===== config.mk =====
export PLATFORM = sky130hd
export DESIGN_NAME = dbg_rom_walker
export DESIGN_NICKNAME = d
export VERILOG_FILES = /design/src/rtl/drw_pkg.sv /design/src/rtl/drw_id_capture.sv /design/src/rtl/drw_rec_slot.sv /design/src/rtl/dbg_rom_walker.sv
export SDC_FILE = /design/constraint.sdc
export NUM_CORES = 1
export LEC_CHECK = 0
export ABC_AREA = 0
export CAP_MARGIN = 20
export CELL_PAD_IN_SITES_DETAIL_PLACEMENT = 0
export CELL_PAD_IN_SITES_GLOBAL_PLACEMENT = 1
export CORE_ASPECT_RATIO = 0.7
export CORE_MARGIN = 4
export CORE_UTILIZATION = 30
export CTS_CLUSTER_DIAMETER = 60
export DETAILED_ROUTE_END_ITERATION = 7
export GPL_ROUTABILITY_DRIVEN = 0
export GPL_TIMING_DRIVEN = 0
export PLACE_DENSITY = 0.7
export SYNTH_ARGS = -nofsm -noshare
export SYNTH_HDL_FRONTEND = slang
export SYNTH_SLANG_ARGS = --single-unit

===== constraint.sdc =====
create_clock -name clk -period 4.3 [get_ports clk]
set_input_delay 0.86 -clock clk [delete_from_list [all_inputs] [get_ports clk]]
set_output_delay 0.86 -clock clk [all_outputs]
set_load 0.01 [all_outputs]

===== src/rtl/drw_pkg.sv =====
package drw_pkg;

  typedef enum logic [2:0] {
    ST_IDLE, ST_TID, ST_TMEM, ST_ENT, ST_CID, ST_DEV, ST_LOAD, ST_EMIT
  } drw_state_e;

  localparam logic [11:0] OFF_TYPE   = 12'hFCC;
  localparam logic [11:0] OFF_CID0   = 12'hFF0;
  localparam logic [3:0]  CLASS_DBG  = 4'd9;
  localparam logic [3:0]  LAST_CSTEP = 4'd8;

  // Offset of the n-th component identification read.
  function automatic logic [11:0] comp_off(input logic [3:0] n);
    logic [11:0] o;
    if (n < 4'd4)       o = 12'hFE0 + {6'd0, n, 2'b00};
    else if (n == 4'd4) o = 12'hFD0;
    else                o = 12'hFF0 + {6'd0, n - 4'd5, 2'b00};
    return o;
  endfunction

  // Check of one table preamble word.
  function automatic logic pre_ok(input logic [1:0] n, input logic [7:0] b);
    logic ok;
    case (n)
      2'd0:    ok = (b == 8'h0D);
      2'd1:    ok = (b[3:0] == 4'h0);
      2'd2:    ok = (b == 8'h05);
      default: ok = (b == 8'hB1);
    endcase
    return ok;
  endfunction

endpackage


===== src/rtl/drw_id_capture.sv =====
module drw_id_capture #(
  parameter int ADDR_W = 32
) (
  input  logic              clk,
  input  logic              rst,
  input  logic              cap_en,
  input  logic              dev_en,
  input  logic [3:0]        step,
  input  logic [7:0]        data,
  input  logic [ADDR_W-1:0] cbase,
  output logic [3:0]        cls,
  output logic [11:0]       part,
  output logic [7:0]        dev,
  output logic [ADDR_W-1:0] start_addr
);
  import drw_pkg::*;

  logic [7:0] pid0_q;
  logic [3:0] pid1_q;
  logic [3:0] blk_q;

  always_ff @(posedge clk) begin
    if (rst) begin
      pid0_q <= '0;
      pid1_q <= '0;
      blk_q  <= '0;
      cls    <= '0;
      dev    <= '0;
    end else begin
      if (cap_en) begin
        case (step)
          4'd0: begin pid0_q <= data; dev <= '0; end
          4'd1: pid1_q <= data[3:0];
          4'd4: blk_q  <= data[7:4];
          4'd6: cls    <= data[7:4];
          default: ;
        endcase
      end
      if (dev_en) dev <= data;
    end
  end

  assign part       = {pid1_q, pid0_q};
  assign start_addr = cbase - {{(ADDR_W-16){1'b0}}, blk_q, 12'h000};

  AST_DEV_ONLY_DBG: assert property (@(posedge clk) disable iff (rst)
    dev_en |-> cls == CLASS_DBG);

endmodule


===== src/rtl/drw_rec_slot.sv =====
module drw_rec_slot #(
  parameter int ADDR_W = 32
) (
  input  logic              clk,
  input  logic              rst,
  input  logic              load,
  input  logic [ADDR_W-1:0] in_base,
  input  logic [ADDR_W-1:0] in_start,
  input  logic [3:0]        in_class,
  input  logic [11:0]       in_part,
  input  logic [7:0]        in_dev,
  input  logic              ready,
  output logic              valid,
  output logic [ADDR_W-1:0] base,
  output logic [ADDR_W-1:0] start,
  output logic [3:0]        cls,
  output logic [11:0]       part,
  output logic [7:0]        dev
);

  always_ff @(posedge clk) begin
    if (rst) begin
      valid <= 1'b0;
      base  <= '0;
      start <= '0;
      cls   <= '0;
      part  <= '0;
      dev   <= '0;
    end else if (load) begin
      valid <= 1'b1;
      base  <= in_base;
      start <= in_start;
      cls   <= in_class;
      part  <= in_part;
      dev   <= in_dev;
    end else if (valid && ready) begin
      valid <= 1'b0;
    end
  end

  AST_REC_HOLD: assert property (@(posedge clk) disable iff (rst)
    valid && !ready |=> valid && $stable(base) && $stable(start)
                        && $stable(part) && $stable(dev));

endmodule


===== src/rtl/dbg_rom_walker.sv =====
module dbg_rom_walker #(
  parameter int ADDR_W    = 32,
  parameter int ENTRY_MAX = 960
) (
  input  logic              clk,
  input  logic              rst,
  input  logic              start,
  input  logic [ADDR_W-1:0] base_addr,
  output logic              busy,
  output logic              rd_req,
  output logic [ADDR_W-1:0] rd_addr,
  input  logic              rd_ack,
  input  logic [31:0]       rd_data,
  input  logic              rd_err,
  output logic              rec_valid,
  input  logic              rec_ready,
  output logic [ADDR_W-1:0] rec_base,
  output logic [ADDR_W-1:0] rec_start,
  output logic [3:0]        rec_class,
  output logic [11:0]       rec_part,
  output logic [7:0]        rec_devtype,
  output logic              sysmem,
  output logic              id_bad,
  output logic              err,
  output logic [ADDR_W-1:0] err_addr
);
  import drw_pkg::*;

  localparam int ENT_W = $clog2(ENTRY_MAX + 1);
  localparam logic [ADDR_W-1:0] LOW_MASK = ADDR_W'(12'hFFF);

  drw_state_e        state;
  logic [3:0]        step;
  logic [ENT_W-1:0]  ent;
  logic [ADDR_W-1:0] tbase, cbase;
  logic              pre_good;

  logic              acc, cap_en, dev_en, load_rec;
  logic [ENT_W-1:0]  ent_nx;
  logic              ent_last;
  logic [ADDR_W-1:0] ent_next_addr, eoff, new_cbase;
  logic [3:0]        cap_cls;
  logic [11:0]       cap_part;
  logic [7:0]        cap_dev;
  logic [ADDR_W-1:0] cap_start;

  always_comb begin
    acc           = rd_req && rd_ack;
    cap_en        = acc && !rd_err && (state == ST_CID);
    dev_en        = acc && !rd_err && (state == ST_DEV);
    load_rec      = (state == ST_LOAD);
    ent_nx        = ent + 1'b1;
    ent_last      = (ent_nx == ENT_W'(ENTRY_MAX));
    ent_next_addr = tbase + (ADDR_W'(ent_nx) << 2);
    eoff          = {{(ADDR_W-20){rd_data[31]}}, rd_data[31:12]} << 12;
    new_cbase     = tbase + eoff;
  end

  always_ff @(posedge clk) begin
    if (rst) begin
      state    <= ST_IDLE;
      step     <= '0;
      ent      <= '0;
      tbase    <= '0;
      cbase    <= '0;
      pre_good <= 1'b0;
      busy     <= 1'b0;
      rd_req   <= 1'b0;
      rd_addr  <= '0;
      sysmem   <= 1'b0;
      id_bad   <= 1'b0;
      err      <= 1'b0;
      err_addr <= '0;
    end else if (state == ST_IDLE) begin
      if (start) begin
        tbase    <= base_addr & ~LOW_MASK;
        rd_addr  <= {base_addr[ADDR_W-1:12], OFF_CID0};
        rd_req   <= 1'b1;
        busy     <= 1'b1;
        step     <= '0;
        ent      <= '0;
        pre_good <= 1'b1;
        sysmem   <= 1'b0;
        id_bad   <= 1'b0;
        err      <= 1'b0;
        err_addr <= '0;
        state    <= ST_TID;
      end
    end else if (acc && rd_err) begin
      err      <= 1'b1;
      err_addr <= rd_addr;
      rd_req   <= 1'b0;
      busy     <= 1'b0;
      state    <= ST_IDLE;
    end else begin
      case (state)
        ST_TID: if (acc) begin
          if (step == 4'd3) begin
            if (pre_good && pre_ok(step[1:0], rd_data[7:0])) begin
              rd_addr <= {tbase[ADDR_W-1:12], OFF_TYPE};
              state   <= ST_TMEM;
            end else begin
              id_bad <= 1'b1;
              rd_req <= 1'b0;
              busy   <= 1'b0;
              state  <= ST_IDLE;
            end
          end else begin
            pre_good <= pre_good && pre_ok(step[1:0], rd_data[7:0]);
            step     <= step + 1'b1;
            rd_addr  <= {tbase[ADDR_W-1:12], OFF_CID0 + {6'd0, step + 1'b1, 2'b00}};
          end
        end
        ST_TMEM: if (acc) begin
          sysmem  <= rd_data[0];
          rd_addr <= tbase;
          state   <= ST_ENT;
        end
        ST_ENT: if (acc) begin
          if (rd_data == 32'd0) begin
            rd_req <= 1'b0;
            busy   <= 1'b0;
            state  <= ST_IDLE;
          end else if (rd_data[0]) begin
            cbase   <= new_cbase;
            rd_addr <= {new_cbase[ADDR_W-1:12], comp_off(4'd0)};
            step    <= '0;
            state   <= ST_CID;
          end else if (ent_last) begin
            rd_req <= 1'b0;
            busy   <= 1'b0;
            state  <= ST_IDLE;
          end else begin
            ent     <= ent_nx;
            rd_addr <= ent_next_addr;
          end
        end
        ST_CID: if (acc) begin
          if (step == LAST_CSTEP) begin
            if (cap_cls == CLASS_DBG) begin
              rd_addr <= {cbase[ADDR_W-1:12], OFF_TYPE};
              state   <= ST_DEV;
            end else begin
              rd_req <= 1'b0;
              state  <= ST_LOAD;
            end
          end else begin
            step    <= step + 1'b1;
            rd_addr <= {cbase[ADDR_W-1:12], comp_off(step + 1'b1)};
          end
        end
        ST_DEV: if (acc) begin
          rd_req <= 1'b0;
          state  <= ST_LOAD;
        end
        ST_LOAD: state <= ST_EMIT;
        ST_EMIT: if (rec_valid && rec_ready) begin
          if (ent_last) begin
            busy  <= 1'b0;
            state <= ST_IDLE;
          end else begin
            ent     <= ent_nx;
            rd_addr <= ent_next_addr;
            rd_req  <= 1'b1;
            state   <= ST_ENT;
          end
        end
        default: state <= ST_IDLE;
      endcase
    end
  end

  drw_id_capture #(.ADDR_W(ADDR_W)) u_cap (
    .clk(clk), .rst(rst), .cap_en(cap_en), .dev_en(dev_en), .step(step),
    .data(rd_data[7:0]), .cbase(cbase), .cls(cap_cls), .part(cap_part),
    .dev(cap_dev), .start_addr(cap_start)
  );

  drw_rec_slot #(.ADDR_W(ADDR_W)) u_slot (
    .clk(clk), .rst(rst), .load(load_rec), .in_base(cbase), .in_start(cap_start),
    .in_class(cap_cls), .in_part(cap_part), .in_dev(cap_dev), .ready(rec_ready),
    .valid(rec_valid), .base(rec_base), .start(rec_start), .cls(rec_class),
    .part(rec_part), .dev(rec_devtype)
  );

  AST_REQ_HOLD: assert property (@(posedge clk) disable iff (rst)
    rd_req && !rd_ack |=> rd_req && $stable(rd_addr));
  AST_ADDR_ALIGN: assert property (@(posedge clk) disable iff (rst)
    rd_req |-> rd_addr[1:0] == 2'b00);
  AST_QUIET_PENDING: assert property (@(posedge clk) disable iff (rst)
    rec_valid |-> !rd_req);
  AST_IDLE_QUIET: assert property (@(posedge clk) disable iff (rst)
    !busy |-> !rd_req && !rec_valid);
  AST_ERR_STOPS: assert property (@(posedge clk) disable iff (rst)
    $rose(err) |-> !busy);
  AST_START_IGNORED: assert property (@(posedge clk) disable iff (rst)
    busy && start |=> $stable(tbase));

endmodule


### Yosys cells after proc, flatten, opt, wreduce, memory -nomap -nowiden

Cells that the tools add are included.

| word-level totals | value |
|---|---|
| flip-flop bits (word level) | 256 |
| input bits | 70 |
| output and inout bits | 158 |
| logic and storage cells | 251 |

| cells by class | value |
|---|---|
| $add $sub $neg | 9 |
| $lt $le $gt $ge | 1 |
| equal/unequal tests | 50 |
| muxes and demuxes | 120 |
| bitwise operators | 3 |
| reductions and logical operators | 44 |

Operator list:

| operator | count |
|---|---|
| $mux 32 | 18 |
| $pmux 32 s5 | 1 |
| $mux 10 | 8 |
| $mux 1 | 55 |
| $mux 3 | 14 |
| $mux 4 | 10 |
| $ne 4x4->1 const B | 9 |
| $add 32x12->32 | 1 |
| $add 32x32->32 | 1 |
| $logic_not 32->1 | 1 |
| $sub 32x16->32 | 1 |
| $ne 3x3->1 const B | 9 |
| $mux 12 | 2 |
| $mux 8 | 3 |
| $pmux 3 s7 | 1 |
| $pmux 10 s2 | 1 |
| $reduce_and 10->1 | 2 |
| $add 5x7->8 const A | 2 |
| $reduce_bool 2->1 | 8 |
| $reduce_and 14->1 | 1 |
| $reduce_and 2->1 | 7 |
| $eq 3x3->1 const B | 4 |
| $eq 4x3->1 const B | 3 |
| $pmux 4 s3 | 1 |
| 43 further kinds | 64 |

### Logic depth before layout (Yosys ltp)

| logic depth | value |
|---|---|
| depth after elaboration | 15 |
| depth in mapped cells | 13 |

### Modules after synthesis

A second synthesis with hierarchy kept.

| unflattened totals | value |
|---|---|
| cells, all modules | 1497 |
| area, all modules | 12562.0 um2 |

By module, submodules not included:

| module | instances | cells each | area each (um2) | seq. area each (um2) |
|---|---|---|---|---|
| dbg_rom_walker | 1 | 1016 | 7788.7 | 2542.4 |
| drw_rec_slot | 1 | 288 | 3135.5 | 1781.7 |
| drw_id_capture | 1 | 193 | 1637.8 | 560.5 |

### Least setup slack after synthesis

Ideal clock, no wire load.

| path | value |
|---|---|
| path type | input-to-reg |
| start point | input port rd_data[12] |
| end point | register rd_addr[30] |
| setup time | 0.122 ns |
| arrival time | 3.126 ns |
| setup slack | 1.052 ns |
| cell stages on the path | 12 |
| path buffers | 0 |
| path through | ha_1 -> inv_1 -> fa_1 -> nor2b_1 -> o2111ai_1 -> nand3_1 -> a41o_1 -> a2111oi_2 -> mux2i_1 -> a21oi_1 -> nand3b_1 -> a311o_1 |

| on the way | value |
|---|---|
| longest elaborated chain between the ends | 7 |
| elaborated cells between the ends (all ways) | 10 |
| those cells by class | add/sub: 1; eq/ne: 1; mux: 6; reduce/logical: 2 |

RTL lines:

| element | RTL line | RTL |
|---|---|---|
| start: declaration | dbg_rom_walker.sv:13 | `input logic [31:0] rd_data,` |
| $add 32x32->32 | dbg_rom_walker.sv:56 | `new_cbase = tbase + eoff;` |
| $mux 32 | dbg_rom_walker.sv:124 | `end else if (rd_data[0]) begin` |
| $mux 32 | dbg_rom_walker.sv:120 | `if (rd_data == 32'd0) begin` |
| $mux 32 | dbg_rom_walker.sv:119 | `ST_ENT: if (acc) begin` |
| $pmux 32 s5 | dbg_rom_walker.sv:96 | `case (state)` |
| $mux 32 | dbg_rom_walker.sv:89 | `end else if (acc && rd_err) begin` |
| $mux 32 | dbg_rom_walker.sv:74 | `end else if (state == ST_IDLE) begin` |
| end signal: assignment | dbg_rom_walker.sv:77 | `rd_addr <= {base_addr[ADDR_W-1:12], OFF_CID0};` |
| end signal: assignment | dbg_rom_walker.sv:100 | `rd_addr <= {tbase[ADDR_W-1:12], OFF_TYPE};` |
| end signal: assignment | dbg_rom_walker.sv:126 | `rd_addr <= {new_cbase[ADDR_W-1:12], comp_off(4'd0)};` |
| end: declaration | dbg_rom_walker.sv:11 | `output logic [ADDR_W-1:0] rd_addr,` |

Several ways; a longest one is shown, not always the timed one. The select of a mux whose other input is x is not followed.
A chain may end at the register's enable or synchronous reset.

### Worst setup path in the final report

| path | value |
|---|---|
| start point | input port rd_data[3] |
| end point | register rd_addr[24] |

| on the way | value |
|---|---|
| longest elaborated chain between the ends | 11 |
| elaborated cells between the ends (all ways) | 16 |
| those cells by class | eq/ne: 5; mux: 7; reduce/logical: 4 |

RTL lines:

| element | RTL line | RTL |
|---|---|---|
| $eq 8x8->1 (tied with other cells) | drw_pkg.sv:28 | `default: ok = (b == 8'hB1);` |
| $pmux 1 s3 | drw_pkg.sv:24 | `case (n)` |
| $mux 1 | dbg_rom_walker.sv:98 | `if (step == 4'd3) begin` |
| $mux 1 | dbg_rom_walker.sv:97 | `ST_TID: if (acc) begin` |
| $mux 1 | dbg_rom_walker.sv:96 |  |
| $mux 1 | dbg_rom_walker.sv:89 |  |
| $mux 1 | dbg_rom_walker.sv:74 |  |
| $mux 1 | dbg_rom_walker.sv:60 | `if (rst) begin` |
| $logic_and 1x1->1 | dbg_rom_walker.sv:99 | `if (pre_good && pre_ok(step[1:0], rd_data[7:0])) begin` |
| $ne 4x4->1 (no line) | -- |  |
| $reduce_and 11->1 (no line) (*) | -- |  |
| end signal: assignment | dbg_rom_walker.sv:77 |  |
| end signal: assignment | dbg_rom_walker.sv:100 |  |
| end signal: assignment | dbg_rom_walker.sv:111 | `rd_addr <= {tbase[ADDR_W-1:12], OFF_CID0 + {6'd0, step + 1'b1, 2'b00}};` |

Every way passes the cells marked *; elsewhere a longest branch is shown, timed or not. The select of a mux whose other input is x is not followed.

==> summary.txt <==
Power
  – Switching pwr: roughly 2.8 mW
  – Switch share: about 39%
  – Combinational Power Share: 34.9%
  – Internal: 4.47 mW
  – PD cells: 496 nW/um^2
  – Clock power share: a little under a third
  – Overall power: roughly 7.3 mW
  – Leakage: 5.23 nW
  – Worst vdd ir: 0.262 mV
  – Seq pwr share: 33.7%

Setup path
  – Chain of cells forming the critical path: clkdlybuf4s50_1, nor4_1, buf_2, nand4_1, o41ai_2, a211oi_1, nand3b_1, buf_4, buf_2, nor2_1, nor2_1, nand2_1, o31ai_1
  – Critical Path AT: 4.66 ns
  – Crit Path Class: input port to flop
  – Worst Setup End Kind: flop
  – CP max FO: 10
  – Worst EP required: 4.75 ns
  – Worst setup SP type: input port
  – CP peak stage delay: 0.57 ns
  – CP max-delay cell: clkdlybuf4s50_1

CTS
  – Root buffer cell: clkbuf_16
  – CTS hold repair buffers: 0
  – Clk buf depth: 3
  – CTS buffer count: 24
  – Clk_lat worst skew: roughly 0.54 ns
  – Worst-path clk slew: 0.06 ns
  – CTS tree: done
  – Htree depth: 1
  – CTS Sinks: 220

Logic synthesis
  – Biggest area consumer among synthesized cells: dfxtp_1
  – Syn Std Cell Area: 11200 um^2
  – Post-synth EDFFs: 0
  – Synth cell types: 72
  – Fraction of synthesis flops using an asynchronous set or reset pin: 0%
  – Syn Area/Cell: ~8 um^2
  – Dominant cells by area after synthesis: dfxtp_1, nand2_1, a21oi_1
  – Post-Synthesis Cells: 1439
  – Dominant synthesized flop cell: dfxtp_1
  – Seq cells post-synth: 220
  – Synthesis Warnings: 0
  – Yosys top cell area share: 39.4%
  – Seq/Total Area, Yosys: 39.4%

Final layout
  – Commonest non-fill, non-tap cell in the layout: nand2_1
  – Commonest cells after routing, fill and taps aside: nand2_1, dfxtp_1, clkdlybuf4s50_1
  – Layout cell share with drive strength beyond 1: 6.28%
  – Area Growth Syn to Fin: 31.4%
  – Fillers: 3724
  – Layout Cells excl Fill: 2183
  – Footprint of the multi-input gates: 6220 um^2
  – Cell area after layout: 14700 um^2
  – Register area: 4400 um^2
  – Nets: 1788
  – Diode count: 0

Global route
  – GRT Resource Usage Total: about 22%
  – First-pass GRT wire length: between 60000 and 70000 um
  – Vias in the first global route: 11043
  – Grt total ovfl: 0
  – Initial antenna violation count: 1
  – Pin count of the biggest net entering global routing: 15

Timing
  – RSZ-0062 raised after global routing: false
  – F_max: 238 MHz
  – Clock skew: 0.0138 ns
  – Final Hold Fails: 0
  – # setup viols final: 0
  – Final period util: 97.9%
  – Sum Neg Setup Slack: 0 ns
  – Final worst slack: 0.0921 ns
  – Final min period: ~4.2 ns
  – Pin slew with the least headroom to its limit: 1.19 ns
  – Max Transition Viols Final: 0
  – Slew headroom: 20.4%

Route
  – Vias per cell: 5.39
  – Post-Route WL: 47100 um
  – Routed Antenna Nets: 0
  – # DRC: 0
  – First drt pass iteration count: 8
  – DR vias: 11767
  – Drt initial violations: 1129
  – WL per Instance: between 20 and 25 um

Floorplanning
  – Die height: 169 um
  – Die area: 40500 um^2
  – Core Rows: just under 60
  – Core area: between 30000 and 40000 um^2
  – IO Pins: 228
  – Starting density of the core: 30.7%
  – Chip Width: 239 um

Placed design
  – I/O Buffers: about 190
  – Dpl cells: 2135
  – DP Area: 13800 um^2
  – Post-Place Worst Slack: -0.733 ns
  – DP Wirelength: 36400 um

Run
  – Max cap viols: 0

Status
  – Outcome: finished clean

Min path
  – Hold Crit Class: flop to flop
-- worst max-delay path: cells and delay by family --
kind                   cells  cell delay (ns)
AO/OA/AOI/OAI              3             0.78
buffers and inverters      4             1.34
AND/OR/NAND/NOR            6             1.67
-- Yosys cell counts (5+ instances only) --
cell type / count
a211oi_1: 24
a21o_1: 10
a21oi_1: 181
a221o_1: 7
a221oi_1: 8
a22oi_1: 39
a311oi_1: 9
and2_1: 8
buf_2: 12
buf_4: 25
clkbuf_1: 81
dfxtp_1: 220
ha_1: 31
inv_1: 20
mux2i_1: 18
nand2_1: 266
nand2b_1: 6
nand3_1: 36
nand3b_1: 9
nor2_1: 153
nor2b_1: 6
nor3_1: 29
nor4_1: 18
o2111ai_1: 5
o211ai_1: 9
o21a_1: 11
o21ai_0: 60
o22ai_1: 9
or3_1: 15
xnor2_1: 25
xor2_1: 16
-- power by group through the flow --
stage | sequential, mW | combinational, mW | clock, mW
after floorplan | 2.44 | 1.40 | 0
after global routing | 2.47 | 2.71 | 2.40
after CTS | 2.45 | 2.43 | 2.32
after detailed placement | 2.49 | 2.41 | 0
final | 2.45 | 2.54 | 2.28
after global placement | 2.49 | 2.40 | 0
-- metrics by stage --
| step | hold slack [ns] | util, % |
|---|---|---|
| 3_3_place_gp | 0.442 | 37.9 |
| 3_5_place_dp | 0.445 | 37.9 |
| 4_1_cts | 0.458 | 40.3 |
| 6_report | 0.457 | 40.4 |
| 2_1_floorplan | 0.432 | - |
| 5_1_grt | 0.479 | 40.4 |
-- flip-flops by register name, indices dropped and copies added (netlist names), 8 cells and up --
register	count
cbase	20
u_slot.base	20
u_slot.start	20
u_slot.part	12
ent	10
tbase	20
u_slot.dev	8
u_cap.dev	8
rd_addr	32
err_addr	32
u_cap.pid0_q	8
-- repair_timing --
action / CTS / global route
pin swaps: 1 / 1
gates resized for setup: 1 / 3
setup endpoints to repair: 15 / 17
setup buffers: 0 / 4
-- cell families after synthesis --
logic type               share of synthesized area, %
AO/OA/AOI/OAI                                    22.7
XOR/XNOR                                         3.36
adder cells (fa/ha/maj)                          3.83
buffers and inverters                            5.84
flip-flops                                       39.4
multiplexers                                     2.01
other                                          0.0336
AND/OR/NAND/NOR                                  22.8
-- final timing paths --
check / start / to / slack, ns / cells past startpoint
worst max-delay path: rd_data[3] / rd_addr[24]$_SDFFE_PP0P_ / 0.09 / 13
worst min-delay path: u_slot.base[12]$_SDFFE_PP0P_ / u_slot.base[12]$_SDFFE_PP0P_ / 0.46 / 2
worst max register to register: state[0]$_SDFFE_PP0P_ / tbase[29]$_SDFFE_PP0P_ / 0.46 / 9
worst min register to register: u_slot.base[12]$_SDFFE_PP0P_ / u_slot.base[12]$_SDFFE_PP0P_ / 0.46 / 2
-- area by class of cell --
type | count | area share (%)
Sequential cell | 220 | 30.0
Clock inverter | 13 | 1.21
Inverter | 20 | 0.511
Multi-Input combinational cell | 1101 | 42.3
Clock buffer | 31 | 4.62
Tap cell | 480 | 4.09
Buffer | 121 | 3.94
Timing Repair Buffer | 197 | 13.3
-- metal layers --
metal	global-route usage, %	vias to the layer above	wire (um)
met5	0	-	20
met2	33.2	526	19800
met4	4.97	2	1040
met1	32.6	5631	21800
met3	5.08	77	4430
li1	-	5531	-
(Power assumes the default switching activity.)
